--- config.mk ---
export PLATFORM = sky130hd
export DESIGN_NAME = tri_carrier_gen
export DESIGN_NICKNAME = d
export VERILOG_FILES = /design/src/rtl/tcg_pkg.sv /design/src/rtl/tcg_rst_sync.sv /design/src/rtl/tcg_updown.sv /design/src/rtl/tcg_strobe.sv /design/src/rtl/tri_carrier_gen.sv
export SDC_FILE = /design/constraint.sdc
export NUM_CORES = 1
export LEC_CHECK = 0
export ABC_CLOCK_PERIOD_IN_PS = 1800
export BUFFER_PORTS_ARGS = -buffer_cell sky130_fd_sc_hd__buf_2
export CAP_MARGIN = 5
export CORE_UTILIZATION = 60
export DETAILED_ROUTE_END_ITERATION = 7
export PLACE_DENSITY_LB_ADDON = 0.1
export RECOVER_POWER = 50
export SLEW_MARGIN = 40
export SYNTH_ARGS = -nofsm -noshare
export SYNTH_HDL_FRONTEND = slang
export SYNTH_SLANG_ARGS = --single-unit
--- constraint.sdc ---
create_clock -name clk -period 1.8 [get_ports clk]
set_input_delay 0.09 -clock clk [delete_from_list [all_inputs] [get_ports clk]]
set_output_delay 0.09 -clock clk [all_outputs]
set_load 0.01 [all_outputs]
--- src/rtl/tcg_pkg.sv ---
package tcg_pkg;

  // Count direction held by each carrier's JK-style flip-flop.
  typedef enum logic {
    DIR_DOWN = 1'b0,
    DIR_UP   = 1'b1
  } dir_e;

  // Number of carriers produced: index 0 is M-shaped, index 1 is W-shaped.
  localparam int unsigned NUM_CARRIERS = 2;

endpackage

--- src/rtl/tcg_rst_sync.sv ---
module tcg_rst_sync #(
  parameter int unsigned STAGES = 2
) (
  input  logic clk,
  input  logic rst_n_in,
  output logic rst_n_out
);

  logic [STAGES-1:0] sync_q;
  logic [STAGES-1:0] sync_d;

  always_comb begin
    sync_d = {sync_q[STAGES-2:0], 1'b1};
  end

  always_ff @(posedge clk or negedge rst_n_in) begin
    if (!rst_n_in) begin
      sync_q <= '0;
    end else begin
      sync_q <= sync_d;
    end
  end

  assign rst_n_out = sync_q[STAGES-1];

endmodule

--- src/rtl/tcg_updown.sv ---
module tcg_updown #(
  parameter int unsigned          WIDTH   = 8,
  parameter logic [WIDTH-1:0]     RST_VAL = '0,
  parameter tcg_pkg::dir_e        RST_DIR = tcg_pkg::DIR_UP
) (
  input  logic             clk,
  input  logic             rst_n,
  input  logic             en,
  output logic [WIDTH-1:0] cnt,
  output logic             hit_max,
  output logic             hit_min
);
  import tcg_pkg::*;

  localparam logic [WIDTH-1:0] CNT_ONE = WIDTH'(1);
  localparam logic [WIDTH-1:0] CNT_MAX = {WIDTH{1'b1}};
  localparam logic [WIDTH-1:0] CNT_MIN = '0;

  logic [WIDTH-1:0] cnt_q;
  logic [WIDTH-1:0] cnt_d;
  dir_e             dir_q;
  dir_e             dir_d;
  logic             jk_j;
  logic             jk_k;

  // Next count: one step in the held direction, only when enabled.
  always_comb begin
    cnt_d = cnt_q;
    if (en) begin
      if (dir_q == DIR_UP) begin
        cnt_d = cnt_q + CNT_ONE;
      end else begin
        cnt_d = cnt_q - CNT_ONE;
      end
    end
  end

  // J sets the direction to up when stepping onto the bottom,
  // K clears it to down when stepping onto the top.
  always_comb begin
    jk_k = en && (dir_q == DIR_UP)   && (cnt_d == CNT_MAX);
    jk_j = en && (dir_q == DIR_DOWN) && (cnt_d == CNT_MIN);
    unique case ({jk_j, jk_k})
      2'b10:   dir_d = DIR_UP;
      2'b01:   dir_d = DIR_DOWN;
      2'b11:   dir_d = (dir_q == DIR_UP) ? DIR_DOWN : DIR_UP;
      default: dir_d = dir_q;
    endcase
  end

  always_ff @(posedge clk or negedge rst_n) begin
    if (!rst_n) begin
      cnt_q <= RST_VAL;
      dir_q <= RST_DIR;
    end else begin
      cnt_q <= cnt_d;
      dir_q <= dir_d;
    end
  end

  assign cnt     = cnt_q;
  assign hit_max = jk_k;
  assign hit_min = jk_j;

endmodule

--- src/rtl/tcg_strobe.sv ---
module tcg_strobe (
  input  logic clk,
  input  logic rst_n,
  input  logic m_hit_max,
  input  logic m_hit_min,
  input  logic w_hit_max,
  input  logic w_hit_min,
  output logic peak_stb,
  output logic valley_stb
);

  logic peak_q;
  logic peak_d;
  logic valley_q;
  logic valley_d;

  // A strobe fires only when both carriers agree on the turn-round.
  always_comb begin
    peak_d   = m_hit_max && w_hit_min;
    valley_d = m_hit_min && w_hit_max;
  end

  always_ff @(posedge clk or negedge rst_n) begin
    if (!rst_n) begin
      peak_q   <= 1'b0;
      valley_q <= 1'b0;
    end else begin
      peak_q   <= peak_d;
      valley_q <= valley_d;
    end
  end

  assign peak_stb   = peak_q;
  assign valley_stb = valley_q;

endmodule

--- src/rtl/tri_carrier_gen.sv ---
module tri_carrier_gen #(
  parameter int unsigned WIDTH = 8
) (
  input  logic             clk,
  input  logic             rst_n,
  input  logic             en,
  output logic [WIDTH-1:0] carrier_m,
  output logic [WIDTH-1:0] carrier_w,
  output logic             peak_stb,
  output logic             valley_stb
);
  import tcg_pkg::*;

  localparam logic [WIDTH-1:0] FULL_SCALE = {WIDTH{1'b1}};

  logic                         rst_sync_n;
  logic [NUM_CARRIERS-1:0][WIDTH-1:0] cnt_all;
  logic [NUM_CARRIERS-1:0]      hit_max_all;
  logic [NUM_CARRIERS-1:0]      hit_min_all;

  tcg_rst_sync #(
    .STAGES (2)
  ) u_rst_sync (
    .clk       (clk),
    .rst_n_in  (rst_n),
    .rst_n_out (rst_sync_n)
  );

  // Carrier 0 rises from zero (M shape); carrier 1 falls from full scale (W shape).
  for (genvar gi = 0; gi < NUM_CARRIERS; gi++) begin : g_carrier
    localparam logic [WIDTH-1:0] START_VAL = (gi == 0) ? '0 : FULL_SCALE;
    localparam dir_e             START_DIR = (gi == 0) ? DIR_UP : DIR_DOWN;

    tcg_updown #(
      .WIDTH   (WIDTH),
      .RST_VAL (START_VAL),
      .RST_DIR (START_DIR)
    ) u_cnt (
      .clk     (clk),
      .rst_n   (rst_sync_n),
      .en      (en),
      .cnt     (cnt_all[gi]),
      .hit_max (hit_max_all[gi]),
      .hit_min (hit_min_all[gi])
    );
  end

  tcg_strobe u_strobe (
    .clk        (clk),
    .rst_n      (rst_sync_n),
    .m_hit_max  (hit_max_all[0]),
    .m_hit_min  (hit_min_all[0]),
    .w_hit_max  (hit_max_all[1]),
    .w_hit_min  (hit_min_all[1]),
    .peak_stb   (peak_stb),
    .valley_stb (valley_stb)
  );

  assign carrier_m = cnt_all[0];
  assign carrier_w = cnt_all[1];

endmodule

==> impl_metrics.toml, run 1 <==
[clocking]
cts_resized = 41
clock-sinks = 22
cts-buffers-inserted = 3
clk_root_buffer_cell = "clkbuf_4"
cts_buffer_depth = 2
cts_hold_buffers = 1
cts_setup_buffers = 5
htree_levels = 1

[placement]
dp_hpwl_um = 3524
numPortBuffers = 20
dp.cells = 257
gp_congestion = 0.9022

[run_status]
status = "stopped before the end"
firstError = "[ERROR DPL-0033] detailed placement checks failed during check placement."
haltStage = "clock tree synthesis (4_1_cts)"

[yosys]
synth_edf_count = 0
synth-async-reset-ratio_pct = 100.0
yosysUniqueCellTypes = 50
synth_area_um2 = 1613
syn_inst = 163
synth.net_count = 180
ys_seq_area_share_pct = 34.83
ys.flop_type = "dfrtp_1"
syn_area_per_cell_um2 = 9.894
yosysWarnings = 0
ys_ff_latch = 22

[floorplan]
initial_core_util_pct = 64.51
rows = 18
die-height_um = 53.85
ios = 21
die_x_um = 53.85
[synthesized netlist by cell type (3+ instances only)]
cell type	instances	area (um^2)
a211oi_2	5	62.56
a21o_1	3	22.52
a21oi_1	7	35.03
buf_6	3	33.78
dfrtp_1	13	325.3
dfstp_2	9	236.5
ha_1	12	150.1
inv_1	13	48.80
mux2_2	4	45.04
nand2_1	9	33.78
nand3_1	5	25.02
nand4_1	7	43.79
nor2_1	7	26.28
nor2b_1	3	18.77
nor4_1	4	25.02
o21ai_0	7	35.03
or3_1	3	18.77
xnor2_1	3	26.28
xor2_1	5	43.79
[stage by stage]
| step | setup WS, ps | instance area (um^2) | TNS [ps] | util [%] | hold WS (ps) |
|---|---|---|---|---|---|
| after floorplan | -574.4 | 1695 | -2608 | - | -205.6 |
| after global placement | -529.4 | 2152 | -3666 | 86.09 | -125.5 |
| after detailed placement | -658.1 | 2152 | -4644 | 86.09 | -120.9 |
[cells by family after synthesis]
| logic type | after synthesis | share of synthesized area, % |
|---|---|---|
| AND/OR/NAND/NOR | 51 | 18.77 |
| XOR/XNOR | 8 | 4.345 |
| other | 1 | 0.2325 |
| adder cells (fa/ha/maj) | 14 | 11.79 |
| flip-flops | 22 | 34.83 |
| multiplexers | 6 | 4.034 |
| AO/OA/AOI/OAI | 42 | 19.86 |
| buffers and inverters | 19 | 6.128 |
==> inputs of run 2 (changes only) <==
Settings changed: CORE_UTILIZATION 60 to 40, PLACE_DENSITY_LB_ADDON 0.1 to 0.15.
==> impl_metrics.toml, run 2 <==
[clocking]
htree_levels = 1
clk_root_buffer_cell = "clkbuf_8"
clock-sinks = 22
cts_tree = "built"
worstSkewPairLatency_ps = 270
cts_buffer_depth = 2
cts-buffers-inserted = 3
path_clk_slew_ps = 90

[timing]
report.final.hold_viol_count = 0
period_share_pct = 135.8
fin_ws_ps = -645.2
fmax_ghz = 0.4090
slew_violations = 0
rsz0062_at_grt = "yes"
period_minus_slack_ps = 2445
tightest_slew_ps = 744.3
skew_ps = 0.7537
max-slew-margin-rel_pct = 50.38
setup_viol = 14

[yosys]
synth_top_family_by_area = "compound AO/OA/AOI/OAI gates"
synth.top_cell.area_share_pct = 20.17
synth_compound_area_share_pct = 19.86
syn_inst = 163
synth_common_cells = "dfrtp_1 (13), inv_1 (13), ha_1 (12)"
synth.net_count = 180
yosys.area.top_type = "dfrtp_1"
synth-async-reset-ratio_pct = 100.0
ys_ff_latch = 22
synthAdderAreaFrac_pct = 11.79
syn_area_per_cell_um2 = 9.894
synth_mux_area_share_pct = 4.034
synth_area_um2 = 1613
synth_edf_count = 0
ys.flop_type = "dfrtp_1"
synthSimpleGateAreaFrac_pct = 18.77
yosysWarnings = 0
yosysUniqueCellTypes = 50
ys_seq_area_share_pct = 34.83
synth_area_leaders = "dfrtp_1 (20%), dfstp_2 (15%), ha_1 (9.3%)"
synth_xor_xnor_area_share_pct = 4.344

[critical_path]
critical_path.startpoint_type = "register"
cpPeakStageDelay_ps = 580
worst-path-stages = 9
path_buf_inv = 2
r2r_end = "g_carrier[0].u_cnt.dir_q$_DFFE_PN1P_"
crit_fanout = 4
regToRegSetupSlack_ps = -650
rr_worst_depth = 9
path_class = "register to register"
slowest_stage = "dfstp_2"
crit_path_end = "g_carrier[0].u_cnt.dir_q$_DFFE_PN1P_"
crit_path_cell_trace = "inv_4, buf_4, ha_4, nor3b_1, o21ai_1, mux2_4, a211oi_4, nand4_1, a32oi_1"
startpoint = "g_carrier[0].u_cnt.dir_q$_DFFE_PN1P_"
path_delay_family = "compound AO/OA/AOI/OAI gates"
cp.required_ps = 1990
end_kind = "register"
arrival_ps = 2640
r2r_start = "g_carrier[0].u_cnt.dir_q$_DFFE_PN1P_"

[finish]
syn2layout_area_growth_pct = 68.81
drive_gt1_share_pct = 62.90
register_area_um2 = 563.0
layout_common_cells = "buf_4 (47), buf_2 (16), dfrtp_1 (12), buf_6 (12), ha_4 (10)"
antennaDiodeCount = 0
nFillCells = 259
mostFrequentLayoutCell = "buf_4"
nets = 266
largest_reg_flops = 16
post_layout_nonfiller_instances = 296
multi_input_area_um2 = 1331

[global_route]
antenna_found_initial = 0
grt_pass1_vias = 1792
gr-total-overflow = 0
grt_max_degree = 27
grtUsageTotal_pct = 27.77
grt_pass1_wl_um = 9032

[drt]
vias_per_cell = 5.841
post_drt_wl_per_cell_um = 19.25
ant_nets = 0
drc = 0
vias = 1729
routed_wl_um = 5699
drt_iter0_markers = 66
drt_pass1_iterations = 4

[placement]
dp.cells = 279
dpl_worst_slack_ps = -754.5
numPortBuffers = 20
gp_congestion = 0.9442
dp_hpwl_um = 3514

[floorplan]
rows = 22
die_x_um = 65.50
initial_core_util_pct = 42.77
die_area_um2 = 4290
ios = 21
core-area_um2 = 3771
die-height_um = 65.50

[run_status]
violations = "setup timing"
status = "complete, but fails checks"

[run]
maxCapViolations = 0

[power_and_ir_drop]
power_leakage_uw = 0.001218
vdd_drop_max_v = 0.0009232
powerDensity_nw_per_um2 = 1366

[worst_hold_path]
hp-class = "input port to async pin"
## run 2: cell counts after synthesis
Identical to the previous run, type by type.
## run 2: final cells by class
class                      instances  share of cell area (%)
multi-input combinational        122                   48.90
clock buffer                       4                   2.022
tap                               48                   2.206
sequential                        22                   20.68
timing repair inverter             1                  0.1379
timing repair buffer              85                   23.67
inverter                          14                   2.390
## run 2: metrics by stage
step / util [%] / hold WS, ps / total power (uW) / area [um^2] / TNS, ps
after floorplan: - / -205.6 / 1722 / 1695 / -2608
after global placement: 59.12 / -125.3 / 2605 / 2230 / -4264
after detailed placement: 59.12 / -122.7 / 2686 / 2230 / -4742
after CTS: 69.58 / 121.9 / 3516 / 2624 / -3585
after global routing: 72.20 / 154.8 / 3910 / 2723 / -5441
final: 72.20 / 134.0 / 3720 / 2723 / -4715
## run 2: timing repair
item,4_1_cts,5_1_grt
hold buffers,1,0
hold endpoints to repair,2,0
gates resized for setup,59,14
setup endpoints to repair,13,14
buffers inserted,6,8
pin swaps,22,15
gates cloned,1,0
## run 2: cells by family after synthesis
group | Yosys count
AO/OA/AOI/OAI | 42
XOR/XNOR | 8
adder cells (fa/ha/maj) | 14
buffers and inverters | 19
flip-flops | 22
multiplexers | 6
other | 1
AND/OR/NAND/NOR | 51
## run 2: worst reg2reg max path, stage by stage (launching register included)
cell      delay (ps)
dfstp_2          580
inv_4             60
buf_4            140
ha_4             160
nor3b_1          350
o21ai_1          160
mux2_4           310
a211oi_4         210
nand4_1          180
a32oi_1          220
## run 2: worst min-delay path by stage
stage                from                        endpoint  slack (ps)  cells after the start
finish              rst_n  u_rst_sync.sync_q[1]$_DFF_PN0_         130                      2
global route        rst_n  u_rst_sync.sync_q[0]$_DFF_PN0_         150                      2
detailed placement  rst_n  u_rst_sync.sync_q[1]$_DFF_PN0_        -120                      1
CTS                 rst_n  u_rst_sync.sync_q[1]$_DFF_PN0_         120                      2
global placement    rst_n  u_rst_sync.sync_q[0]$_DFF_PN0_        -130                      1
floorplan           rst_n  u_rst_sync.sync_q[0]$_DFF_PN0_        -210                      0
## run 2: routing by layer
| metal | track usage, % | part of all wire, % | routed length [um] |
|---|---|---|---|
| met1 | 36.52 | 44 | 2515 |
| met2 | 47.04 | 48 | 2761 |
| met3 | 3.646 | 4.1 | 233 |
| met4 | 8.696 | 3.3 | 189 |
| met5 | 0 | 0 | 0 |
## run 2: power by group
part | switching, uW | internal [uW]
combinational | 1170 | 1320
clock | 185 | 196
sequential | 150 | 701
(Power assumes the default switching activity.)
